[config.mk]
export PLATFORM = sky130hd
export DESIGN_NAME = linfn_offload
export DESIGN_NICKNAME = d
export VERILOG_FILES = /design/src/rtl/linfn_pkg.sv /design/src/rtl/linfn_regs.sv /design/src/rtl/linfn_ctrl.sv /design/src/rtl/linfn_dp.sv /design/src/rtl/linfn_offload.sv
export SDC_FILE = /design/constraint.sdc
export NUM_CORES = 1
export LEC_CHECK = 0
export BUFFER_PORTS_ARGS = -buffer_cell sky130_fd_sc_hd__buf_2
export CAP_MARGIN = 40
export CORE_MARGIN = 2
export CORE_UTILIZATION = 45
export CTS_BUF_LIST = sky130_fd_sc_hd__clkbuf_4 sky130_fd_sc_hd__clkbuf_8 sky130_fd_sc_hd__clkbuf_16
export DETAILED_ROUTE_END_ITERATION = 10
export PLACE_DENSITY_LB_ADDON = 0.1
export REMOVE_ABC_BUFFERS = 1
export SLEW_MARGIN = 10
export SYNTH_ARGS = -nofsm -noshare
export SYNTH_HDL_FRONTEND = slang
export SYNTH_SLANG_ARGS = --single-unit
[constraint.sdc]
create_clock -name clk -period 6.2 [get_ports clk]
set_input_delay 0.93 -clock clk [delete_from_list [all_inputs] [get_ports clk]]
set_output_delay 0.93 -clock clk [all_outputs]
set_load 0.05 [all_outputs]
[src/rtl/linfn_pkg.sv]
package linfn_pkg;
    localparam int unsigned AW = 3;
    typedef logic [AW-1:0] addr_t;

    localparam addr_t A_CTRL  = 3'd0;
    localparam addr_t A_SLOPE = 3'd1;
    localparam addr_t A_XIN   = 3'd2;
    localparam addr_t A_BIAS  = 3'd3;
    localparam addr_t A_YOUT  = 3'd4;
    localparam addr_t A_ACC   = 3'd5;

    localparam int CB_DONE = 0;
    localparam int CB_BUSY = 1;
    localparam int CB_IEN  = 2;
    localparam int CB_SCLR = 3;

    typedef enum logic [1:0] {
        PH_IDLE = 2'd0,
        PH_MUL  = 2'd1,
        PH_ADD  = 2'd2
    } phase_e;
endpackage

[src/rtl/linfn_regs.sv]
module linfn_regs
    import linfn_pkg::*;
#(
    parameter int DW = 16
) (
    input  logic          clk,
    input  logic          rst_n,
    input  logic          wr_en,
    input  addr_t         addr,
    input  logic [DW-1:0] wr_data,
    input  logic          busy,
    input  logic          done,
    input  logic [DW-1:0] y,
    input  logic [DW-1:0] acc,
    output logic [DW-1:0] rd_data,
    output logic [DW-1:0] slope,
    output logic [DW-1:0] xin,
    output logic [DW-1:0] bias,
    output logic          irq_en,
    output logic          clr_done,
    output logic          soft_clr
);
    typedef struct packed {
        logic [DW-1:0] slope;
        logic [DW-1:0] xin;
        logic [DW-1:0] bias;
        logic          ien;
    } regs_t;

    regs_t r_d, r_q;
    logic  ctrl_wr;
    logic  opnd_ok;

    always_comb begin
        r_d      = r_q;
        ctrl_wr  = wr_en && (addr == A_CTRL);
        opnd_ok  = wr_en && !busy;
        clr_done = ctrl_wr && wr_data[CB_DONE+1];
        soft_clr = ctrl_wr && wr_data[CB_SCLR];
        if (ctrl_wr)                     r_d.ien   = wr_data[CB_IEN];
        if (opnd_ok && addr == A_SLOPE)  r_d.slope = wr_data;
        if (opnd_ok && addr == A_XIN)    r_d.xin   = wr_data;
        if (opnd_ok && addr == A_BIAS)   r_d.bias  = wr_data;

        rd_data = '0;
        case (addr)
            A_CTRL: begin
                rd_data[CB_DONE] = done;
                rd_data[CB_BUSY] = busy;
                rd_data[CB_IEN]  = r_q.ien;
            end
            A_SLOPE: rd_data = r_q.slope;
            A_XIN:   rd_data = r_q.xin;
            A_BIAS:  rd_data = r_q.bias;
            A_YOUT:  rd_data = y;
            A_ACC:   rd_data = acc;
            default: rd_data = '0;
        endcase
    end

    always_ff @(posedge clk) begin
        if (!rst_n) r_q <= '0;
        else        r_q <= r_d;
    end

    assign slope  = r_q.slope;
    assign xin    = r_q.xin;
    assign bias   = r_q.bias;
    assign irq_en = r_q.ien;


    busy_slope_hold_chk: assert property (@(posedge clk) disable iff (!rst_n)
        (wr_en && addr == A_SLOPE && busy) |=> $stable(r_q.slope));

    busy_xin_hold_chk: assert property (@(posedge clk) disable iff (!rst_n)
        (wr_en && addr == A_XIN && busy) |=> $stable(r_q.xin));

    slope_idle_hold_chk: assert property (@(posedge clk) disable iff (!rst_n)
        !(wr_en && addr == A_SLOPE) |=> $stable(r_q.slope));
endmodule

[src/rtl/linfn_ctrl.sv]
module linfn_ctrl
    import linfn_pkg::*;
(
    input  logic clk,
    input  logic rst_n,
    input  logic go,
    input  logic clr_done,
    output logic busy,
    output logic done,
    output logic mul_en,
    output logic add_en
);
    typedef struct packed {
        phase_e ph;
        logic   done;
    } ctl_t;

    ctl_t c_d, c_q;
    logic start;

    always_comb begin
        c_d   = c_q;
        start = go && (c_q.ph == PH_IDLE);
        if (clr_done) c_d.done = 1'b0;
        case (c_q.ph)
            PH_IDLE: if (go) begin
                c_d.ph   = PH_MUL;
                c_d.done = 1'b0;
            end
            PH_MUL: c_d.ph = PH_ADD;
            PH_ADD: begin
                c_d.ph   = PH_IDLE;
                c_d.done = 1'b1;
            end
            default: c_d.ph = PH_IDLE;
        endcase
    end

    always_ff @(posedge clk) begin
        if (!rst_n) c_q <= '{ph: PH_IDLE, done: 1'b0};
        else        c_q <= c_d;
    end

    assign busy   = (c_q.ph != PH_IDLE);
    assign done   = c_q.done;
    assign mul_en = (c_q.ph == PH_MUL);
    assign add_en = (c_q.ph == PH_ADD);


    fixed_latency_chk: assert property (@(posedge clk) disable iff (!rst_n)
        $rose(c_q.done) |-> $past(start, 3));

    start_busy_chk: assert property (@(posedge clk) disable iff (!rst_n)
        start |=> busy);

    done_sticky_chk: assert property (@(posedge clk) disable iff (!rst_n)
        (c_q.done && !clr_done && !start) |=> c_q.done);

    busy_go_drop_chk: assert property (@(posedge clk) disable iff (!rst_n)
        (add_en && go) |=> (c_q.ph == PH_IDLE));
endmodule

[src/rtl/linfn_dp.sv]
module linfn_dp #(
    parameter int DW = 16
) (
    input  logic          clk,
    input  logic          rst_n,
    input  logic          mul_en,
    input  logic          add_en,
    input  logic          soft_clr,
    input  logic [DW-1:0] slope,
    input  logic [DW-1:0] xin,
    input  logic [DW-1:0] bias,
    output logic [DW-1:0] y,
    output logic [DW-1:0] acc
);
    typedef struct packed {
        logic [DW-1:0] prod;
        logic [DW-1:0] y;
        logic [DW-1:0] acc;
    } dp_t;

    dp_t d_d, d_q;

    always_comb begin
        d_d = d_q;
        if (mul_en) d_d.prod = slope * xin;
        if (add_en) begin
            d_d.y   = d_q.prod + bias;
            d_d.acc = d_q.acc + d_d.y;
        end
        if (soft_clr) d_d.acc = '0;
    end

    always_ff @(posedge clk) begin
        if (!rst_n) d_q <= '0;
        else        d_q <= d_d;
    end

    assign y   = d_q.y;
    assign acc = d_q.acc;


    soft_clear_chk: assert property (@(posedge clk) disable iff (!rst_n)
        soft_clr |=> (d_q.acc == '0));

    acc_idle_hold_chk: assert property (@(posedge clk) disable iff (!rst_n)
        (!add_en && !soft_clr) |=> $stable(d_q.acc));
endmodule

[src/rtl/linfn_offload.sv]
module linfn_offload
    import linfn_pkg::*;
#(
    parameter int DW = 16
) (
    input  logic          clk,
    input  logic          rst_n,
    input  logic          wr_en,
    input  logic [2:0]    addr,
    input  logic [DW-1:0] wr_data,
    output logic [DW-1:0] rd_data,
    input  logic          go,
    output logic          done,
    output logic          irq
);
    logic [DW-1:0] slope, xin, bias, y, acc;
    logic          busy, irq_en, clr_done, soft_clr, mul_en, add_en;

    linfn_regs #(.DW(DW)) u_regs (
        .clk(clk), .rst_n(rst_n), .wr_en(wr_en), .addr(addr),
        .wr_data(wr_data), .busy(busy), .done(done), .y(y), .acc(acc),
        .rd_data(rd_data), .slope(slope), .xin(xin), .bias(bias),
        .irq_en(irq_en), .clr_done(clr_done), .soft_clr(soft_clr)
    );

    linfn_ctrl u_ctrl (
        .clk(clk), .rst_n(rst_n), .go(go), .clr_done(clr_done),
        .busy(busy), .done(done), .mul_en(mul_en), .add_en(add_en)
    );

    linfn_dp #(.DW(DW)) u_dp (
        .clk(clk), .rst_n(rst_n), .mul_en(mul_en), .add_en(add_en),
        .soft_clr(soft_clr), .slope(slope), .xin(xin), .bias(bias),
        .y(y), .acc(acc)
    );

    assign irq = done && irq_en;


    irq_needs_done_chk: assert property (@(posedge clk) disable iff (!rst_n)
        irq |-> done);
endmodule

Yosys cells after proc, flatten, opt, wreduce, memory -nomap -nowiden
Cells that the tools add are included.
{"block": "word_totals", "regBits": 100, "latch_bits": 0, "mem_bits_rw": 0, "mem_bits_ro": 0, "input_bits": 23, "out_inout_bits": 18, "memories": 0}
{"block": "classes", "addsub": 2, "multipliers": 1, "div": 0, "order_cmp": 0, "n_eq_ne": 8, "n_shift": 0, "mux": 6, "bitwise": 1, "reduce_logical": 13}
{"op": "case mux 13 bit (5 select lines)", "count": 1}
{"op": "adder 16 bit", "count": 2}
{"op": "case mux 3 bit (6 select lines)", "count": 1}
{"op": "multiplier 16 x 16 -> 16 bit", "count": 1}
{"op": "logical AND 1 bit", "count": 8}
{"op": "== test 3 x 2 -> 1 bit (second input constant)", "count": 2}
{"op": "== test 3 bit (second input constant)", "count": 2}
{"op": "case mux 2 bit (2 select lines)", "count": 1}
{"op": "== test 3 x 1 -> 1 bit (second input constant)", "count": 1}
{"op": "logical NOT 3 bit", "count": 1}
{"op": "2-to-1 mux 3 bit", "count": 1}
{"op": "== test 2 x 1 -> 1 bit (second input constant)", "count": 1}
{"op": "== test 2 bit (second input constant)", "count": 1}
{"op": "logical NOT 2 bit", "count": 1}
{"op": "inequality test 2 bit (second input constant)", "count": 1}
{"op": "case mux 1 bit (2 select lines)", "count": 1}
{"op": "nonzero test 2 bit", "count": 1}
{"op": "OR reduction 2 bit", "count": 1}
{"op": "logical NOT 1 bit", "count": 1}
{"op": "2-to-1 mux 1 bit", "count": 1}
{"op": "inverter 1 bit", "count": 1}

Logic depth before layout (Yosys ltp)
Gate-level depths: netlist of the first run.
{"block": "depth", "word_depth": 6, "depth_mapped": 21, "mapped_depth_nobuf": 20}

Cells and area by module
Synthesis of the first run repeated with hierarchy kept, for this count alone.
{"block": "unflattened", "cells_unflattened": 1109, "area_unflattened_um2": 9888.2}
{"module": "linfn_dp", "instances": 1, "cells_each": 828, "area_each_um2": 7221.9, "seq_area_each_um2": 960.9}
{"module": "linfn_regs", "instances": 1, "cells_each": 268, "area_each_um2": 2542.4, "seq_area_each_um2": 980.9}
{"module": "linfn_ctrl", "instances": 1, "cells_each": 12, "area_each_um2": 117.6, "seq_area_each_um2": 60.1}
{"module": "linfn_offload", "instances": 1, "cells_each": 1, "area_each_um2": 6.3, "seq_area_each_um2": 0.0}

Worst setup path after synthesis of the first run
No wires, ideal clock.
{"block": "synth_path", "path_kind": "flip-flop to flip-flop", "start": "register u_regs.r_q, in the netlist u_regs.xin[1]", "end": "register u_dp.d_q[47] (netlist name)", "setup_time_ps": 115, "t_arrival_ps": 5045, "required_time_ps": 6085, "setup_slack_ps": 1041, "stages_incl_launch_ff": 20, "n_path_buf": 1, "path_cell_list": "dfxtp_1 > clkbuf_1 > and2_1 > fa_1 > inv_1 > fa_1 > inv_1 > fa_1 > fa_1 > inv_1 > fa_1 > fa_1 > xor2_1 > xnor2_1 > xnor2_1 > xnor2_1 > xnor3_1 > nor3_1 > o31ai_1 > and2_1"}
{"block": "synth_via", "elab_chain_cells": 1}
{"element": "start, declared", "line": "linfn_regs.sv:30", "rtl": "regs_t r_d, r_q;"}
{"element": "start signal, assigned", "line": "linfn_regs.sv:63", "rtl": "else r_q <= r_d;"}
{"element": "multiplier 16 x 16 -> 16 bit", "line": "linfn_dp.sv:25", "rtl": "if (mul_en) d_d.prod = slope * xin;"}
{"element": "end signal, assigned", "line": "linfn_dp.sv:34", "rtl": "if (!rst_n) d_q <= '0;"}
{"element": "end signal, assigned", "line": "linfn_dp.sv:35", "rtl": "else d_q <= d_d;"}
{"element": "end, declared", "line": "linfn_dp.sv:21", "rtl": "dp_t d_d, d_q;"}
Every way passes these cells.
A chain may end at the register's enable or synchronous reset.

Worst setup path in the final report of the first run
{"block": "layout_path", "start": "register u_regs.r_q, in the netlist u_regs.xin[1]", "end": "register u_dp.d_q[45] (netlist name)"}
The elaborated chain is that of the path after synthesis.

==> results.py, run 1 <==
metrics = {
    "sta": {
        "fin_ws_ns": 0.610,
        "finalSetupTns_ns": 0,
        "hold_violations": 0,
        "fin_skew_ns": 0.0157,
        "slew_headroom_pct": 43.7,
        "period_share_pct": 90.2,
        "finalCriticalPeriod_ns": 5.59,
        "max_clock_freq_ghz": 0.179,
        "finalMaxSlewViolations": 0,
        "rsz0062_at_grt": "no",
        "setup_viol": 0,
        "tightestPinTransition_ns": 0.844,
    },
    "yosys": {
        "synthCells": 1169,
        "yosysWarnings": 0,
        "ys_seq_elements": 100,
        "syn_area_mm2": 0.00975,
        "synth-edff-count": 0,
        "async_flop_share_pct": 0,
        "synth_flop_cell": "dfxtp_1",
        "syn_avg_cell_area_um2": 8.34,
        "ys_seq_area_share_pct": 20.5,
        "synthDistinctLibCells": 64,
    },
    "critical_path": {
        "cp.required_ns": 6.44,
        "critical_path.startpoint": "u_regs.xin[1]$_SDFFE_PN0P_",
        "worst_setup_path_start_kind": "flip-flop",
        "cp-end-kind": "flip-flop",
        "cp-endpoint": "u_dp.d_q[45]$_SDFFE_PN0P_",
        "rrSetupSlack_ns": 0.61,
        "r2r_start": "u_regs.xin[1]$_SDFFE_PN0P_",
        "arrival_ns": 5.83,
        "crit_fanout": 17,
        "setup.worst_path.class": "flip-flop to flip-flop",
        "worst-r2r-cell-count": 16,
        "r2r-end": "u_dp.d_q[45]$_SDFFE_PN0P_",
    },
    "final_layout": {
        "multi_input_area_mm2": 0.00707,
        "nets": 1361,
        "mostFrequentLayoutCells": "213 x nand2_1, 118 x inv_1, 100 x dfxtp_1",
        "diodes": 0,
        "area_growth_pct": 8.08,
        "fill_cells": 2093,
        "fin_util_pct": 49.8,
        "ff_latch_area_mm2": 0.00200,
        "final_common_cell": "nand2_1",
        "drive_gt1_share_pct": 8.21,
    },
    "route": {
        "num_vias": 7723,
        "drt-total-wl_um": 27000,
        "dr.pass1.iters": 5,
        "viasPerCell": 5.30,
        "antenna_left": 0,
        "wire_per_inst_um": 18.5,
        "drcViolationCount": 0,
        "dr.first_iter.drc_count": 356,
    },
    "cts": {
        "clkSlewWorstSetupHoldPaths_ns": 0.08,
        "hold_buffers": 0,
        "clkLatencyLatePin_ns": 0.36,
        "post_cts_resize_count": 0,
        "post-cts-setup-buffer-count": 0,
        "clock_sinks": 100,
        "cts_buffers": 9,
        "clockBufferDepth": 2,
        "cts_tree": "done",
        "cts_root_buf": "clkbuf_16",
        "h-tree-depth": 3,
    },
    "place": {
        "finalWeightedCongestion": 0.875,
        "pre_cts_ws_ns": 0.651,
        "numPortBuffers": 40,
        "dp_hpwl_um": 20500,
    },
    "global_routing": {
        "grt_pass1_vias": 7628,
        "grt-ovfl-total": 0,
        "grt_pass1_wl_um": 42700,
        "antenna_found_initial": 0,
        "grt_start_max_net_pins": 91,
        "gr-usage-all-layers_pct": 24.8,
    },
    "floorplan": {
        "start_util_pct": 46.1,
        "die_h_um": 151,
        "fp.coreArea_mm2": 0.0212,
        "io_pins": 41,
        "num_rows": 53,
        "die_width_um": 151,
        "dieArea_mm2": 0.0229,
    },
    "run": {
        "maxCapViolCount": 0,
    },
    "power": {
        "leakagePower_uw": 0.00485,
        "powerDensity_mw_per_mm2": 140,
        "p_total_uw": 1470,
        "ir_drop_v": 0.000133,
    },
    "status": {
        "status": "complete, no violations",
    },
    "worst_hold_path": {
        "holdCritPathClass": "flip-flop to flip-flop",
    },
}
[cell families after synthesis]
family          Yosys count  synth area share (%)
mux                      50                  5.30
buf+inv                 178                  7.12
flops                   100                  20.5
fa+ha+maj               162                  27.1
compound gates          187                  13.4
simple gates            432                  20.9
xor+xnor                 60                  5.61
[where the power goes]
group          leakage, uW  internal, uW  total (uW)  switching [uW]
Combinational      0.00387          46.2         132            85.7
Clock             0.000171           406         671             264
Sequential        0.000808           651         670            18.7
Total              0.00485          1100        1470             369
[how the worst min path moves through the flow]
| stage | from | end | cells past startpoint |
|---|---|---|---|
| global placement | u_dp.y[12]$_SDFFE_PN0P_ | u_dp.y[12]$_SDFFE_PN0P_ | 2 |
| CTS | u_dp.y[12]$_SDFFE_PN0P_ | u_dp.y[12]$_SDFFE_PN0P_ | 2 |
| detailed placement | u_dp.y[12]$_SDFFE_PN0P_ | u_dp.y[12]$_SDFFE_PN0P_ | 2 |
| floorplan | u_dp.y[12]$_SDFFE_PN0P_ | u_dp.y[12]$_SDFFE_PN0P_ | 2 |
| global route | u_dp.y[12]$_SDFFE_PN0P_ | u_dp.y[12]$_SDFFE_PN0P_ | 2 |
| finish | u_dp.y[11]$_SDFFE_PN0P_ | u_dp.y[11]$_SDFFE_PN0P_ | 2 |
[layer usage]
layer / up-vias / track usage, % / wire length [um]
li1: 3812 / - / -
met1: 3751 / 33.8 / 12900
met2: 126 / 41.2 / 12600
met3: 34 / 3.04 / 873
met4: 0 / 7.29 / 635
met5: - / 0 / 0
[synthesized netlist by cell type, drive strengths merged (4+ instances only)]
cell type | number | area share (%)
nor3 | 14 | 0.95
o21a | 6 | 0.47
nand2 | 214 | 8.3
ha | 80 | 10
clkbuf | 46 | 1.8
a21boi | 52 | 4.0
xnor2 | 39 | 3.6
nor2b | 22 | 1.4
o21bai | 4 | 0.31
nand3b | 5 | 0.38
a211oi | 5 | 0.44
buf | 14 | 0.81
o22ai | 15 | 0.96
dfxtp | 100 | 21
and3 | 6 | 0.38
xor2 | 20 | 1.8
fa | 82 | 17
a21oi | 46 | 2.4
nor2 | 52 | 2.0
a21o | 13 | 1.0
nand2b | 4 | 0.26
inv | 118 | 4.5
o21ai | 20 | 1.1
or3 | 8 | 0.51
nand3 | 16 | 0.82
and2 | 78 | 5.0
a31oi | 6 | 0.45
mux2i | 46 | 4.7
[critical path, cell delays in order (launching register included)]
cell and delay [ns]:
dfxtp_1 0.78, nand2_1 0.17, fa_1 0.53, fa_1 0.58, fa_1 0.45, fa_1 0.54
inv_1 0.05, fa_1 0.47, inv_1 0.06, fa_1 0.49, inv_1 0.04, ha_1 0.35
and3_1 0.22, a211oi_1 0.30, xor2_1 0.19, o21ai_0 0.08, and2_1 0.18
[flip-flops by register name, indices dropped and copies added, names as in the netlist]
register	flops
u_dp.d_q	16
u_regs.slope	16
u_regs.xin	16
u_ctrl.c_q	2
u_dp.acc	16
u_ctrl.done	1
u_dp.y	16
u_regs.irq_en	1
u_regs.bias	16
[per-stage QoR]
stage               area (um2)  cells  hold WS [ns]
detailed placement       10200   1440         0.448
global placement         10200   1439         0.443
floorplan                 9500   1109         0.434
global route             10500   1456         0.473
CTS                      10500   1456         0.458
finish                   10500   1456         0.466
[cell type report]
type                       instances  area share, %
sequential                       100           19.0
multi-input combinational        891           67.0
clock buffer                      11           2.28
timing repair buffer              56           3.23
clock inverter                     5           1.02
tap                              275           3.26
inverter                         118           4.20
No activity file was read; power rests on OpenSTA's default activity.
==> run 2: changes to the inputs <==
--- a/config.mk
+++ b/config.mk
@@ -11,7 +11,7 @@
 export CORE_UTILIZATION = 45
 export CTS_BUF_LIST = sky130_fd_sc_hd__clkbuf_4 sky130_fd_sc_hd__clkbuf_8 sky130_fd_sc_hd__clkbuf_16
 export DETAILED_ROUTE_END_ITERATION = 10
-export PLACE_DENSITY_LB_ADDON = 0.1
+export PLACE_DENSITY = 0.59
 export REMOVE_ABC_BUFFERS = 1
 export SLEW_MARGIN = 10
 export SYNTH_ARGS = -nofsm -noshare
==> results.py, run 2 (same netlist as run 1, synthesis figures left out) <==
metrics = {
    "route": {
        "dr.first_iter.drc_count": 493,
        "antenna_left": 0,
        "wire_per_inst_um": 18.3,
        "dr.pass1.iters": 5,
        "drcViolationCount": 0,
        "num_vias": 7736,
        "drt-total-wl_um": 26700,
        "viasPerCell": 5.31,
    },
    "floorplan": {
        "io_pins": 41,
        "dieArea_mm2": 0.0229,
        "fp.coreArea_mm2": 0.0212,
        "start_util_pct": 46.1,
        "die_width_um": 151,
        "num_rows": 53,
        "die_h_um": 151,
    },
    "worst_hold_path": {
        "hp-start": "u_dp.y[12]$_SDFFE_PN0P_",
        "holdCritPathClass": "flip-flop to flip-flop",
    },
    "critical_path": {
        "arrival_ns": 5.83,
        "critical_path.startpoint": "u_regs.xin[1]$_SDFFE_PN0P_",
        "cp.required_ns": 6.45,
        "path_cells": "nand2_1 > fa_1 > fa_1 > inv_1 > fa_1 > fa_1 > inv_1 > fa_1 > fa_1 > xor2_1 > xnor2_1 > xnor2_1 > xnor2_1 > xnor3_1 > nor3_1 > o31ai_1 > and2_1",
        "crit_fanout": 17,
        "setup.worst_path.class": "flip-flop to flip-flop",
        "crit_top_cell": "fa_1",
        "r2r_start": "u_regs.xin[1]$_SDFFE_PN0P_",
        "max_stage_delay_ns": 0.78,
        "worst_setup_path_start_kind": "flip-flop",
        "cp-end-kind": "flip-flop",
        "crit_path_top_delay_cell": "dfxtp_1",
    },
    "power": {
        "seqPwrFrac_pct": 48.1,
        "clkPwrFrac_pct": 42.4,
        "leakagePower_uw": 0.00482,
        "powerDensity_mw_per_mm2": 133,
        "p_sw_share_pct": 26.7,
        "combPwrFrac_pct": 9.4,
        "switchingPower_uw": 372,
        "p_int_uw": 1020,
        "ir_drop_v": 0.000121,
    },
    "global_routing": {
        "gr-usage-all-layers_pct": 24.6,
        "antenna_found_initial": 0,
        "grt-ovfl-total": 0,
        "grt_pass1_vias": 7603,
        "grt_pass1_wl_um": 42600,
        "grt_start_max_net_pins": 91,
    },
    "place": {
        "dp_hpwl_um": 20200,
        "placed_cells": 1440,
        "finalWeightedCongestion": 0.873,
        "numPortBuffers": 40,
    },
    "final_layout": {
        "drive_gt1_share_pct": 8.21,
        "nets": 1361,
        "mostFrequentLayoutCells": "213 x nand2_1, 118 x inv_1, 100 x dfxtp_1",
        "final_common_cell": "nand2_1",
        "area_growth_pct": 7.65,
        "diodes": 0,
        "finalNonFillerCells": 1456,
        "fill_cells": 2073,
    },
    "run": {
        "maxCapViolCount": 0,
    },
    "sta": {
        "finalSetupTns_ns": 0,
        "finalCriticalPeriod_ns": 5.58,
        "slew_headroom_pct": 42.7,
        "max_clock_freq_ghz": 0.179,
        "rsz0062_at_grt": "no",
        "finalMaxSlewViolations": 0,
        "tightestPinTransition_ns": 0.858,
        "hold_violations": 0,
        "period_share_pct": 90.0,
        "fin_skew_ns": 0.00905,
        "setup_viol": 0,
    },
    "status": {
        "status": "complete, no violations",
    },
    "cts": {
        "hold_buffers": 0,
        "post_cts_resize_count": 0,
        "clock_sinks": 100,
        "h-tree-depth": 3,
        "clockBufferDepth": 2,
        "cts_buffers": 9,
        "cts_root_buf": "clkbuf_16",
        "post-cts-setup-buffer-count": 0,
        "clkSlewWorstSetupHoldPaths_ns": 0.07,
        "clkLatencyLatePin_ns": 0.36,
        "cts_tree": "done",
    },
}
run 2: area by class of cell:
cell class,count,area (um2),share of cell area (%)
clock buffer,10,233,2.22
clock inverter,6,72.6,0.691
inverter,118,443,4.22
multi-input combinational,891,7070,67.3
sequential,100,2000,19.1
tap,275,344,3.28
timing repair buffer,56,340,3.24
run 2: path summary, 6_finish.rpt:
check                                   end  slack [ns]  cells after the start
hold / removal      u_dp.y[12]$_SDFFE_PN0P_        0.46                      2
setup reg to reg  u_dp.d_q[47]$_SDFFE_PN0P_        0.62                     17
hold reg to reg     u_dp.y[12]$_SDFFE_PN0P_        0.46                      2
setup / recovery  u_dp.d_q[47]$_SDFFE_PN0P_        0.62                     17
run 2: through the flow:
stage / hold slack [ns] / cell area (um2) / setup WS (ns) / total power (uW) / util, %
detailed placement: 0.453 / 10200 / 0.634 / 814 / 48.2
global placement: 0.443 / 10200 / 0.667 / 813 / 48.0
CTS: 0.463 / 10500 / 0.597 / 1400 / 49.6
global route: 0.478 / 10500 / 0.284 / 1440 / 49.6
floorplan: 0.434 / 9500 / 1.13 / 746 / -
finish: 0.460 / 10500 / 0.618 / 1390 / 49.6
run 2: layer usage:
| metal | track usage (%) | up-vias | part of all wire (%) |
|---|---|---|---|
| met5 | 0 | - | 0 |
| met2 | 41.5 | 181 | 47 |
| met4 | 4.49 | 0 | 1.4 |
| met3 | 2.98 | 27 | 4.5 |
| li1 | - | 3815 | - |
| met1 | 34.2 | 3713 | 47 |
run 2: power by group through the flow:
stage                     clock, uW  sequential [uW]  combinational (uW)
after floorplan                   0              676                69.7
after global placement            0              684                 129
after detailed placement          0              684                 130
after CTS                       603              669                 130
after global routing            627              671                 143
final                           591              669                 131
run 2: critical path, delay by kind of cell (launching register included):
kind / cells / cell delay, ns
simple gates: 3 / 0.51
flops: 1 / 0.78
fa+ha+maj: 6 / 2.93
xor+xnor: 5 / 1.06
compound gates: 1 / 0.09
buf+inv: 2 / 0.10
